<file path="src/rtl/utick_pkg.sv">
package utick_pkg;

    // Register indices seen on the register port
    typedef enum logic [1:0] {
        ADDR_CFG    = 2'd0,
        ADDR_COUNT  = 2'd1,
        ADDR_FREEZE = 2'd2,
        ADDR_SPARE  = 2'd3
    } reg_sel_e;

    localparam int UTICK_FIELD_W = 8;
    localparam int UTICK_DATA_W  = 32;
    localparam int UTICK_COUNT_W = 32;

endpackage

</file>
<file path="src/rtl/utick_regs.sv">
module utick_regs
    import utick_pkg::*;
#(
    parameter int FIELD_W = UTICK_FIELD_W,
    parameter int DATA_W  = UTICK_DATA_W,
    parameter int COUNT_W = UTICK_COUNT_W,
    parameter logic [2*FIELD_W-1:0] CFG_RESET = 16'h000B
) (
    input  logic               clk,
    input  logic               rst_n,
    input  logic               wr_en,
    input  logic [1:0]         addr,
    input  logic [DATA_W-1:0]  wdata,
    input  logic [COUNT_W-1:0] count_i,
    output logic [DATA_W-1:0]  rdata,
    output logic [FIELD_W-1:0] n_m1_o,
    output logic [FIELD_W-1:0] m_m1_o,
    output logic               freeze_o,
    output logic               cfg_wr_o
);
    localparam int CFG_W = 2 * FIELD_W;

    typedef struct packed {
        logic [CFG_W-1:0] cfg;
        logic             freeze;
    } regs_t;

    regs_t    st_d, st_q;
    reg_sel_e sel;
    logic     unused_wdata_hi;

    assign sel             = reg_sel_e'(addr);
    assign unused_wdata_hi = ^wdata[DATA_W-1:CFG_W];

    always_comb begin
        st_d     = st_q;
        cfg_wr_o = 1'b0;
        if (wr_en) begin
            case (sel)
                ADDR_CFG: begin
                    st_d.cfg = wdata[CFG_W-1:0];
                    cfg_wr_o = 1'b1;
                end
                ADDR_FREEZE: st_d.freeze = wdata[0];
                default: ;
            endcase
        end
    end

    always_comb begin
        case (sel)
            ADDR_CFG:    rdata = DATA_W'(st_q.cfg);
            ADDR_COUNT:  rdata = DATA_W'(count_i);
            ADDR_FREEZE: rdata = DATA_W'(st_q.freeze);
            default:     rdata = '0;
        endcase
    end

    always_ff @(posedge clk or negedge rst_n) begin
        if (!rst_n) begin
            st_q.cfg    <= CFG_RESET;
            st_q.freeze <= 1'b0;
        end else begin
            st_q <= st_d;
        end
    end

    assign m_m1_o   = st_q.cfg[FIELD_W-1:0];
    assign n_m1_o   = st_q.cfg[CFG_W-1:FIELD_W];
    assign freeze_o = st_q.freeze;


    cfg_hold_chk: assert property (@(posedge clk) disable iff (!rst_n)
        !$past(wr_en && (addr == ADDR_CFG)) |-> $stable({n_m1_o, m_m1_o}));


    freeze_hold_chk: assert property (@(posedge clk) disable iff (!rst_n)
        !$past(wr_en && (addr == ADDR_FREEZE)) |-> $stable(freeze_o));

endmodule

</file>
<file path="src/rtl/utick_ratio_acc.sv">
module utick_ratio_acc #(
    parameter int FIELD_W = 8
) (
    input  logic               clk,
    input  logic               rst_n,
    input  logic               clr_i,
    input  logic               freeze_i,
    input  logic [FIELD_W-1:0] n_m1_i,
    input  logic [FIELD_W-1:0] m_m1_i,
    output logic               tick_o
);
    localparam int ACC_W = FIELD_W + 2;

    typedef struct packed {
        logic [ACC_W-1:0] acc;
        logic             tick;
    } acc_t;

    acc_t             st_d, st_q;
    logic [ACC_W-1:0] n_val, m_val, sum;

    always_comb begin
        n_val = ACC_W'(n_m1_i) + ACC_W'(1);
        m_val = ACC_W'(m_m1_i) + ACC_W'(1);
        sum   = st_q.acc + n_val;
        st_d  = st_q;
        if (clr_i) begin
            st_d.acc  = '0;
            st_d.tick = 1'b0;
        end else if (freeze_i) begin
            st_d.tick = 1'b0;
        end else if (n_val >= m_val) begin
            st_d.acc  = '0;
            st_d.tick = 1'b1;
        end else if (sum >= m_val) begin
            st_d.acc  = sum - m_val;
            st_d.tick = 1'b1;
        end else begin
            st_d.acc  = sum;
            st_d.tick = 1'b0;
        end
    end

    always_ff @(posedge clk or negedge rst_n) begin
        if (!rst_n) begin
            st_q <= '0;
        end else begin
            st_q <= st_d;
        end
    end

    assign tick_o = st_q.tick;


    acc_lt_m_chk: assert property (@(posedge clk) disable iff (!rst_n)
        st_q.acc < (ACC_W'(m_m1_i) + ACC_W'(1)));


    frozen_no_tick_chk: assert property (@(posedge clk) disable iff (!rst_n)
        $past(freeze_i) |-> !tick_o);


    sat_tick_chk: assert property (@(posedge clk) disable iff (!rst_n)
        $past(!clr_i && !freeze_i && (n_m1_i >= m_m1_i)) |-> tick_o);

endmodule

</file>
<file path="src/rtl/utick_counter.sv">
module utick_counter #(
    parameter int COUNT_W = 32
) (
    input  logic               clk,
    input  logic               rst_n,
    input  logic               tick_i,
    output logic [COUNT_W-1:0] count_o
);
    typedef struct packed {
        logic [COUNT_W-1:0] count;
    } cnt_t;

    cnt_t st_d, st_q;

    always_comb begin
        st_d = st_q;
        if (tick_i) begin
            st_d.count = st_q.count + COUNT_W'(1);
        end
    end

    always_ff @(posedge clk or negedge rst_n) begin
        if (!rst_n) begin
            st_q <= '0;
        end else begin
            st_q <= st_d;
        end
    end

    assign count_o = st_q.count;


    count_step_chk: assert property (@(posedge clk) disable iff (!rst_n)
        $past(tick_i) |-> (count_o == $past(count_o) + COUNT_W'(1)));


    count_idle_chk: assert property (@(posedge clk) disable iff (!rst_n)
        !$past(tick_i) |-> $stable(count_o));

endmodule

</file>
<file path="src/rtl/utick_timer.sv">
module utick_timer
    import utick_pkg::*;
#(
    parameter int FIELD_W = UTICK_FIELD_W,
    parameter int DATA_W  = UTICK_DATA_W,
    parameter int COUNT_W = UTICK_COUNT_W
) (
    input  logic              clk,
    input  logic              rst_n,
    input  logic              reg_wr,
    input  logic [1:0]        reg_addr,
    input  logic [DATA_W-1:0] reg_wdata,
    output logic [DATA_W-1:0] reg_rdata,
    output logic              tick_o
);
    logic [FIELD_W-1:0] n_m1, m_m1;
    logic               freeze, cfg_wr;
    logic [COUNT_W-1:0] count;

    utick_regs #(
        .FIELD_W (FIELD_W),
        .DATA_W  (DATA_W),
        .COUNT_W (COUNT_W)
    ) u_regs (
        .clk      (clk),
        .rst_n    (rst_n),
        .wr_en    (reg_wr),
        .addr     (reg_addr),
        .wdata    (reg_wdata),
        .count_i  (count),
        .rdata    (reg_rdata),
        .n_m1_o   (n_m1),
        .m_m1_o   (m_m1),
        .freeze_o (freeze),
        .cfg_wr_o (cfg_wr)
    );

    utick_ratio_acc #(
        .FIELD_W (FIELD_W)
    ) u_acc (
        .clk      (clk),
        .rst_n    (rst_n),
        .clr_i    (cfg_wr),
        .freeze_i (freeze),
        .n_m1_i   (n_m1),
        .m_m1_i   (m_m1),
        .tick_o   (tick_o)
    );

    utick_counter #(
        .COUNT_W (COUNT_W)
    ) u_cnt (
        .clk     (clk),
        .rst_n   (rst_n),
        .tick_i  (tick_o),
        .count_o (count)
    );


    cfg_quiet_chk: assert property (@(posedge clk) disable iff (!rst_n)
        $past(reg_wr && (reg_addr == ADDR_CFG)) |-> !tick_o);

endmodule

</file>
<file path="config.mk">
export PLATFORM = sky130hd
export DESIGN_NAME = utick_timer
export DESIGN_NICKNAME = d
export VERILOG_FILES = /design/src/rtl/utick_pkg.sv /design/src/rtl/utick_regs.sv /design/src/rtl/utick_ratio_acc.sv /design/src/rtl/utick_counter.sv /design/src/rtl/utick_timer.sv
export SDC_FILE = /design/constraint.sdc
export NUM_CORES = 1
export LEC_CHECK = 0
export BUFFER_PORTS_ARGS = -buffer_cell sky130_fd_sc_hd__buf_2
export CAP_MARGIN = 5
export CORE_ASPECT_RATIO = 2
export CORE_MARGIN = 2
export CORE_UTILIZATION = 45
export CTS_BUF_LIST = sky130_fd_sc_hd__clkbuf_16
export CTS_CLUSTER_SIZE = 30
export DETAILED_ROUTE_END_ITERATION = 16
export PLACE_DENSITY = 0.7
export SYNTH_ARGS = -nofsm -noshare
export SYNTH_HDL_FRONTEND = slang
export SYNTH_HIERARCHICAL = 1
export SYNTH_SLANG_ARGS = --single-unit
export TNS_END_PERCENT = 50
</file>
<file path="constraint.sdc">
create_clock -name clk -period 3.4 [get_ports clk]
set_input_delay 0.85 -clock clk [delete_from_list [all_inputs] [get_ports clk]]
set_output_delay 0.85 -clock clk [all_outputs]
set_load 0.02 [all_outputs]
</file>
# Word-level counts from Yosys, hierarchy flattened
# Index checks and enable logic that the tools add are counted.
[word_totals]
romBits = 0
ramBits = 0
latchBits = 0
register_bits = 60
inputBits = 37
output_inout_bits = 33
mem_count = 0
word_cells = 26
[op_classes]
mux = 8
mul = 0
n_addsub = 5
n_div = 0
bitwise = 0
shift = 0
magnitude_cmp = 2
n_eq_ne = 3
n_reduce_logical = 3
[ops]
columns = ["op", "count"]
rows = [
  ["32-bit one-hot mux with 3 select lines", 1],
  ["11-bit two-way mux", 3],
  ["32-bit by 1-bit adder with 32-bit output, second input constant", 1],
  ["10-bit >= comparator", 2],
  ["8-bit by 1-bit adder with 9-bit output, second input constant", 2],
  ["10-bit adder", 1],
  ["10-bit two-way mux", 1],
  ["10-bit subtractor", 1],
  ["2-bit AND reduction", 2],
  ["1-bit two-way mux", 3],
  ["2-bit by 1-bit == test with 1-bit output, second input constant", 1],
  ["2-bit == test, second input constant", 1],
  ["2-bit zero test", 1],
  ["2-bit != test, second input constant", 1],
]

# Depth between registers and ports, before layout
# Gate-level depths: netlist (run 1).
[logic_depth]
depth_word = 7
ltp_mapped = 16
depth_no_buf = 15

# Hierarchy
# The synthesis (run 1) kept the hierarchy.
[modules_own_cells]
columns = ["mod", "instances", "seq_area_each_um2", "area_per_inst_um2", "cells_each"]
rows = [
  ["utick_ratio_acc", 1, 275.3, 1800.5, 222],
  ["utick_counter", 1, 800.8, 1448.9, 123],
  ["utick_regs", 1, 429.2, 1067.3, 92],
]

# Worst setup path before layout (run 1)
# No wires, ideal clock.
[synth_path]
path_kind = "flip-flop to flip-flop"
from = "register u_regs.st_q (netlist bit u_regs/n_m1_o[0])"
to = "register u_acc/st_q[7] (netlist name)"
synth_period_minus_slack_ns = 3.235
path_slack_ns = 0.165
arrival_time_ns = 3.101
path_stages_with_launch = 14
setup_time_ns = 0.134
path_cell_list = "dfrtp_1 -> and3_1 -> nand3_1 -> or2_2 -> xnor2_1 -> ha_1 -> o41ai_1 -> xnor2_1 -> ha_1 -> a31oi_1 -> a21boi_4 -> and2_4 -> buf_6 -> o211ai_1"
[synth_via]
elab_chain_len = 7
elab_cells_between_ends = 9
classes_between = "add/sub: 3; order compare: 2; mux: 4"
[synth_lines]
columns = ["item", "line_no", "source"]
rows = [
  ["from (decl)", "utick_regs.sv:28", "regs_t st_d, st_q;"],
  ["from (signal assigned)", "utick_regs.sv:64", "st_q <= st_d;"],
  ["8-bit by 1-bit adder with 9-bit output *", "utick_ratio_acc.sv:23", "n_val = ACC_W'(n_m1_i) + ACC_W'(1);"],
  ["10-bit adder", "utick_ratio_acc.sv:25", "sum = st_q.acc + n_val;"],
  ["10-bit subtractor / 10-bit >= comparator (equally long branches)", "utick_ratio_acc.sv:36, utick_ratio_acc.sv:35", ""],
  ["11-bit two-way mux", "utick_ratio_acc.sv:35", "end else if (sum >= m_val) begin"],
  ["11-bit two-way mux *", "utick_ratio_acc.sv:32", "end else if (n_val >= m_val) begin"],
  ["10-bit two-way mux *", "utick_ratio_acc.sv:30", "end else if (freeze_i) begin"],
  ["11-bit two-way mux *", "utick_ratio_acc.sv:27", "if (clr_i) begin"],
  ["to (signal assigned)", "utick_ratio_acc.sv:48", "st_q <= st_d;"],
  ["to (decl)", "utick_ratio_acc.sv:19", "acc_t st_d, st_q;"],
]
# Mark *: on every way between the ends. The rest lies on a longest branch, timed or not. The select of a mux whose other input is x is not followed.
# A chain may end at the register's enable or synchronous reset.

# Worst setup path in the final report (run 1)
[layout_path]
from = "register u_regs.st_q (netlist bit u_regs/n_m1_o[0])"
to = "register u_acc/st_q[9] (netlist name)"
# Same word-level chain as after synthesis.

==> flow_summary.json, run 1 <==
{
  "io_pins": 70,
  "synth_cell_type_count": 62,
  "drt.antenna.violating_nets": 0,
  "post-route-worst-setup-slack_ps": 102,
  "vias_per_cell": 5.78,
  "drtPass1Iterations": 4,
  "crit_top_cell": "sky130_fd_sc_hd__ha_1",
  "synth.net_count": 507,
  "initial_core_util": 0.463,
  "cp-end-kind": "flop",
  "cts.root.buffer_cell": "sky130_fd_sc_hd__clkbuf_16",
  "report.final.setup_viol": 0,
  "final_max_slew_viol_count": 0,
  "max_slew_margin": 0.248,
  "antenna_cells_inserted": 0,
  "track_usage": 0.228,
  "postSynthCellCount": 437,
  "critical_path_peak_fanout": 5,
  "nNetsFinal": 591,
  "layout.core_utilization": 0.571,
  "status": "completed",
  "fin_worst_skew_ps": 4.00,
  "finalHoldViolations": 0,
  "max_clock_freq_mhz": 303,
  "cp_data_arrival_time_ps": 3510,
  "finish.instance_area_um2": 5320,
  "synth-warning-count": 6,
  "grt_first_pass_wirelength_um": 17600,
  "post-route-drc-count": 0,
  "finalWirelength_um": 11700,
  "detailedPlacementHpwl_um": 8920,
  "detailedRoute.firstIterationViolations": 174,
  "max-vdd-ir-drop_uv": 731,
  "wl_met1_um": 3820,
  "h-tree-depth": 3,
  "ys_seq_area_frac": 0.349,
  "number_of_global_route_vias_before_repair": 3698,
  "die_area_um2": 10400,
  "vias": 3641,
  "core.rowCount": 50,
  "max_stage_delay_ps": 420,
  "synth-seq-cells": 60,
  "tritoncts": "built",
  "syn_area_um2": 4320,
  "grt_max_degree": 30,
  "pre_cts_slack_ps": -120,
  "critical-path-top-delay-family": "compound AO/OA/AOI/OAI gates",
  "maxCapViolCount": 0,
  "met3RoutedLength_um": 368,
  "setup.worst_path.start_class": "flop",
  "final.min_clock_period_ps": 3300,
  "worst-endpoint-required_ps": 3610,
  "final_common_cell": "sky130_fd_sc_hd__dfrtp_1",
  "cts_num_sinks": 60,
  "final_layout_size_suffix_gt1_frac": 0.312,
  "final_cell_mix": "sky130_fd_sc_hd__dfrtp_1, sky130_fd_sc_hd__buf_2, sky130_fd_sc_hd__nand2_1",
  "antenna_found_initial": 0,
  "die_w_um": 73.3,
  "ys_dominant_reg_cell": "sky130_fd_sc_hd__dfrtp_1",
  "leakage_nw": 2.50,
  "place.gp.congestion": 0.864,
  "floorplan.die.height_um": 143,
  "criticalPathCategory": "flop to flop",
  "holdWs_ps": 467,
  "detailroute.wirelength.met2_um": 6860,
  "post_synth_edffs": 0,
  "cts_inserted_buffers": 9,
  "post_dp_cell_area_um2": 4810,
  "holdCritPathClass": "flop to flop",
  "final_min_period_over_clock_period": 0.970,
  "total_power_w": 0.00477,
  "clock_insertion_delay_worst_skew_ps": 340,
  "synth.avg_cell_area_um2": 9.88,
  "ctsLongestPathBuffers": 2,
  "worst_path_max_delay_cell": "sky130_fd_sc_hd__dfrtp_2",
  "drt-wirelength-per-cell_um": 18.6,
  "power-per-cell-area_nw_per_um2": 896,
  "leftover_overflow_at_the_end_of_global_routing": 0,
  "crit_chain": "and3_1 -> nand3_1 -> xnor2_1 -> ha_1 -> o21ai_4 -> a21boi_1 -> o22ai_2 -> xnor2_2 -> ha_1 -> nand2_1 -> nor2_2 -> a31oi_1 -> a21boi_4 -> and2_4 -> o211ai_1",
  "worst_slew_pin_slew_ps": 1120,
  "clk_transition_reported_paths_ps": 50,
  "synth-async-reset-ratio": 1.00,
  "top_layer_used_by_detailed_routing": "met4",
  "placeableCoreArea_um2": 9320,
  "synthesis_to_finish_area_growth_pct": 23.3,
  "i_o_buffers": 53,
  "crit_buf_inv": 0
}
==> synth_stat cells, drive strengths merged (3+ instances only) <==
cell type	count	area, um^2
and3	7	43.8
a21boi	3	33.8
nand3b	3	22.5
a21oi	16	83.8
dfstp	3	78.8
xor2	19	166
and4	5	45.0
o21ai	16	83.8
nand4	23	159
dfrtp	57	1430
o211ai	6	45.0
xnor2	37	324
buf	9	63.8
ha	31	388
and2	20	128
nand3	17	85.1
mux2	18	236
a31oi	3	18.8
mux2i	16	160
nor2b	3	26.3
inv	16	60.1
nor2	30	113
nand2	37	139
nor4	6	50.0
nor3	7	35.0
o311ai	3	43.8
a211oi	3	32.5
==> path summary, 6_finish.rpt <==
kind / start / end / slack (ps) / cells past startpoint
setup / recovery: u_regs/n_m1_o[0]$_DFFE_PN0P_ / u_acc/st_q[9]$_DFFE_PN0P_ / 100 / 15
hold / removal: u_cnt/count_o[31]$_DFFE_PN0P_ / u_cnt/count_o[31]$_DFFE_PN0P_ / 470 / 1
setup reg to reg: u_regs/n_m1_o[0]$_DFFE_PN0P_ / u_acc/st_q[9]$_DFFE_PN0P_ / 100 / 15
hold reg to reg: u_cnt/count_o[31]$_DFFE_PN0P_ / u_cnt/count_o[31]$_DFFE_PN0P_ / 470 / 1
max in group asynchronous: rst_n / u_regs/n_m1_o[0]$_DFFE_PN0P_ / 2130 / 2
min in group asynchronous: rst_n / u_cnt/count_o[16]$_DFFE_PN0P_ / 530 / 1
==> final cells by class <==
| type | instances | area, um^2 |
|---|---|---|
| fill | 794 | 4000 |
| sequential | 60 | 1510 |
| multi-input combinational | 352 | 2870 |
| clock inverter | 7 | 43.8 |
| clock buffer | 9 | 225 |
| inverter | 16 | 60.1 |
| tap | 104 | 130 |
| timing repair buffer | 82 | 490 |
==> metrics by stage <==
step / setup TNS (ps) / std cells
2_1_floorplan: 0 / 437
3_5_place_dp: -1080 / 606
6_report: 0 / 630
3_3_place_gp: -648 / 606
5_1_grt: -281 / 630
4_1_cts: 0 / 626
==> metal layers <==
metal,vias to the layer above,global-route usage
met5,-,0
met2,102,0.447
met3,42,0.0489
met1,1758,0.192
li1,1739,-
met4,0,0.141
==> cells by family (layout without fill, tap and decap cells) <==
family                     count (synthesis)  in the layout  synth area share
AOI/OAI and AO/OA                         62             62             0.105
and+or+nand+nor                          166            167             0.212
adders and majority gates                 33             33            0.0991
xor gates and xnor gates                  56             56             0.114
DFF                                       60             60             0.349
buffers and inverters                     26            114            0.0299
muxes                                     34             34            0.0919
==> registers in the layout (all words and copies together), names as in the netlist <==
| name | flops |
|---|---|
| u_cnt/count_o | 32 |
| u_acc/st_q | 10 |
| u_regs/m_m1_o | 8 |
| u_regs/n_m1_o | 8 |
| u_acc/tick_o | 1 |
| u_regs/freeze_o | 1 |
==> report_power, final <==
part | switching (W) | internal [W] | leakage (nW) | total, W
sequential | 0.000182 | 0.000854 | 0.775 | 0.00104
combinational | 0.00157 | 0.00135 | 1.59 | 0.00292
clock | 0.000328 | 0.000487 | 0.131 | 0.000815
==> repair_timing <==
action / 4_1_cts / 5_1_grt
pin swaps: 4 / 10
resized for setup: 10 / 25
setup buffers: 3 / 4
hold buffers: 0 / 0
setup endpoints to repair: 11 / 11
cloned: 1 / 0
(Power assumes the default switching activity.)
==> run 2, diff against run 1 <==
==> constraint.sdc (replaced) <==
create_clock -name clk -period 3.4 [get_ports clk]
set_input_delay 0.17 -clock clk [delete_from_list [all_inputs] [get_ports clk]]
set_output_delay 0.17 -clock clk [all_outputs]
set_load 0.02 [all_outputs]
==> run 2 against run 1 <==
Compared with the run above:
- register-to-register slack got worse by 80 ps
- via count rose by 0.38%
- global-route usage fell by 0.26 points
- critical endpoint is now u_acc/st_q[5]$_DFFE_PN0P_
- largest power group unchanged
- highest routed layer unchanged
==> flow_summary.json, run 2 (synthesis results as in run 1) <==
{
  "critical_path_peak_fanout": 5,
  "die_w_um": 73.3,
  "finish.instance_area_um2": 5460,
  "drt-wirelength-per-cell_um": 19.1,
  "ctsLongestPathBuffers": 2,
  "min_delay_worst_endpoint": "u_regs/m_m1_o[4]$_DFFE_PN0P_",
  "cp-end-kind": "flop",
  "holdWs_ps": 72.7,
  "detailedRoute.firstIterationViolations": 247,
  "worstHoldPathCells": 2,
  "max_slew_margin": 0.250,
  "final.min_clock_period_ps": 3380,
  "worst_slew_pin_slew_ps": 1110,
  "detailedPlacementHpwl_um": 8670,
  "final_min_period_over_clock_period": 0.994,
  "fin_setup_tns_ps": 0,
  "worstRegToRegCells": 16,
  "final_max_slew_viol_count": 0,
  "die_area_um2": 10400,
  "clock_network_power_share": 0.174,
  "fin_worst_skew_ps": 2.95,
  "leakage_nw": 2.53,
  "place.gp.congestion": 0.883,
  "drt.antenna.violating_nets": 0,
  "io_pins": 70,
  "final_cell_mix": "sky130_fd_sc_hd__dfrtp_1, sky130_fd_sc_hd__buf_2, sky130_fd_sc_hd__nand2_1",
  "placeableCoreArea_um2": 9320,
  "timing.rr.end": "u_acc/st_q[5]$_DFFE_PN0P_",
  "floorplan.die.height_um": 143,
  "maxCapViolCount": 0,
  "max-vdd-ir-drop_uv": 804,
  "antenna_found_initial": 0,
  "criticalPathCategory": "flop to flop",
  "switching_share": 0.433,
  "core.rowCount": 50,
  "cts_inserted_buffers": 9,
  "total_power_w": 0.00507,
  "tritoncts": "built",
  "grt_setup_unrepaired": "yes",
  "share_seq_of_total_power": 0.207,
  "reg2reg_setup_slack_ps": 20,
  "cts.root.buffer_cell": "sky130_fd_sc_hd__clkbuf_16",
  "vias": 3655,
  "status": "completed",
  "post_dp_cell_area_um2": 4780,
  "vias_per_cell": 5.84,
  "leftover_overflow_at_the_end_of_global_routing": 0,
  "synthesis_to_finish_area_growth_pct": 26.4,
  "comb_power_share": 0.619,
  "net-switching-power_w": 0.00220,
  "grt_max_degree": 34,
  "clock_insertion_delay_worst_skew_ps": 330,
  "clk_transition_reported_paths_ps": 50,
  "finalWirelength_um": 12000,
  "worst-endpoint-required_ps": 3620,
  "instances_no_fill": 626,
  "post-route-drc-count": 0,
  "reg2reg_start": "u_regs/n_m1_o[1]$_DFFE_PN0P_",
  "final_common_cell": "sky130_fd_sc_hd__dfrtp_1",
  "nNetsFinal": 587,
  "cp_data_arrival_time_ps": 3600,
  "number_of_global_route_vias_before_repair": 3730,
  "setup.worst_path.start_class": "flop",
  "drtPass1Iterations": 4,
  "power-per-cell-area_nw_per_um2": 929,
  "holdCritPathClass": "primary input to flop",
  "max_clock_freq_mhz": 296,
  "report.final.setup_viol": 0,
  "largest_reg_flops": 32,
  "track_usage": 0.225,
  "h-tree-depth": 3,
  "i_o_buffers": 53,
  "internal-power_w": 0.00287,
  "final_layout_size_suffix_gt1_frac": 0.330,
  "placed_cells_incl_taps": 601,
  "min-delay-start": "reg_wdata[4]",
  "grt_first_pass_wirelength_um": 17700,
  "cts_num_sinks": 60,
  "finalHoldViolations": 0,
  "initial_core_util": 0.463,
  "antenna_cells_inserted": 0
}
==> run 2: critical path, cell delays in order (launching register included) <==
cell and delay, ps:
sky130_fd_sc_hd__dfrtp_1 420, sky130_fd_sc_hd__ha_4 200, sky130_fd_sc_hd__nand3_4 120, sky130_fd_sc_hd__nor2_4 130, sky130_fd_sc_hd__xor2_2 200, sky130_fd_sc_hd__ha_2 310
sky130_fd_sc_hd__buf_4 160, sky130_fd_sc_hd__nor3_2 170, sky130_fd_sc_hd__nor2_1 80, sky130_fd_sc_hd__o41ai_2 70, sky130_fd_sc_hd__xnor2_1 150, sky130_fd_sc_hd__ha_1 330
sky130_fd_sc_hd__a31oi_1 170, sky130_fd_sc_hd__a21boi_4 310, sky130_fd_sc_hd__buf_12 160, sky130_fd_sc_hd__nand4_1 150, sky130_fd_sc_hd__o311ai_4 130
==> run 2: final cells by class <==
cell class                      count  area [um^2]
Clock buffer                        9          225
Clock inverter                      7         67.6
Fill cell                         803         3870
Inverter                           16         62.6
Multi-Input combinational cell    352         2970
Sequential cell                    60         1510
Tap cell                          104          130
Timing Repair Buffer               78          489
==> run 2: layer usage <==
layer  global-route usage  share of wire  up-vias
met1                0.196           0.33     1793
met3               0.0390          0.031       38
met4                0.104          0.047        0
li1                     -              -     1725
met5                    0              0        -
met2                0.459           0.59       99
==> run 2: per-stage QoR <==
step	setup WS, ps	utilization
after detailed placement	-105	0.513
after global routing	-97.2	0.585
after floorplan	165	-
after CTS	-0.677	0.551
final	19.1	0.585
after global placement	34.7	0.513
==> run 2: worst max-delay path by stage <==
stage,from,to,slack [ps],depth (start not counted)
after detailed placement,u_regs/n_m1_o[0]$_DFFE_PN0P_,u_acc/st_q[5]$_DFFE_PN0P_,-100,14
after floorplan,u_regs/n_m1_o[0]$_DFFE_PN0P_,u_acc/st_q[7]$_DFFE_PN0P_,160,13
after global routing,u_regs/n_m1_o[1]$_DFFE_PN0P_,u_acc/st_q[5]$_DFFE_PN0P_,-100,15
after CTS,u_regs/n_m1_o[1]$_DFFE_PN0P_,u_acc/st_q[5]$_DFFE_PN0P_,-0.7,12
final,u_regs/n_m1_o[1]$_DFFE_PN0P_,u_acc/st_q[5]$_DFFE_PN0P_,20,16
after global placement,u_regs/n_m1_o[0]$_DFFE_PN0P_,u_acc/st_q[5]$_DFFE_PN0P_,30,14
==> run 2: what timing repair did <==
| item | in CTS | in global routing |
|---|---|---|
| buffers inserted | 0 | 6 |
| setup endpoints to repair | 11 | 11 |
| pin swaps | 4 | 17 |
| endpoints found under the hold margin | 32 | 0 |
| gates resized for setup | 9 | 44 |
| gates cloned | 1 | 1 |
| hold buffers | 1 | 0 |
==> run 2: power groups by stage <==
stage	registers, W	clock network [W]	logic (W)
5_1_grt	0.00106	0.000927	0.00334
2_1_floorplan	0.000989	0	0.00186
4_1_cts	0.00103	0.000896	0.00261
6_report	0.00105	0.000883	0.00314
3_3_place_gp	0.00103	0	0.00242
3_5_place_dp	0.00103	0	0.00249
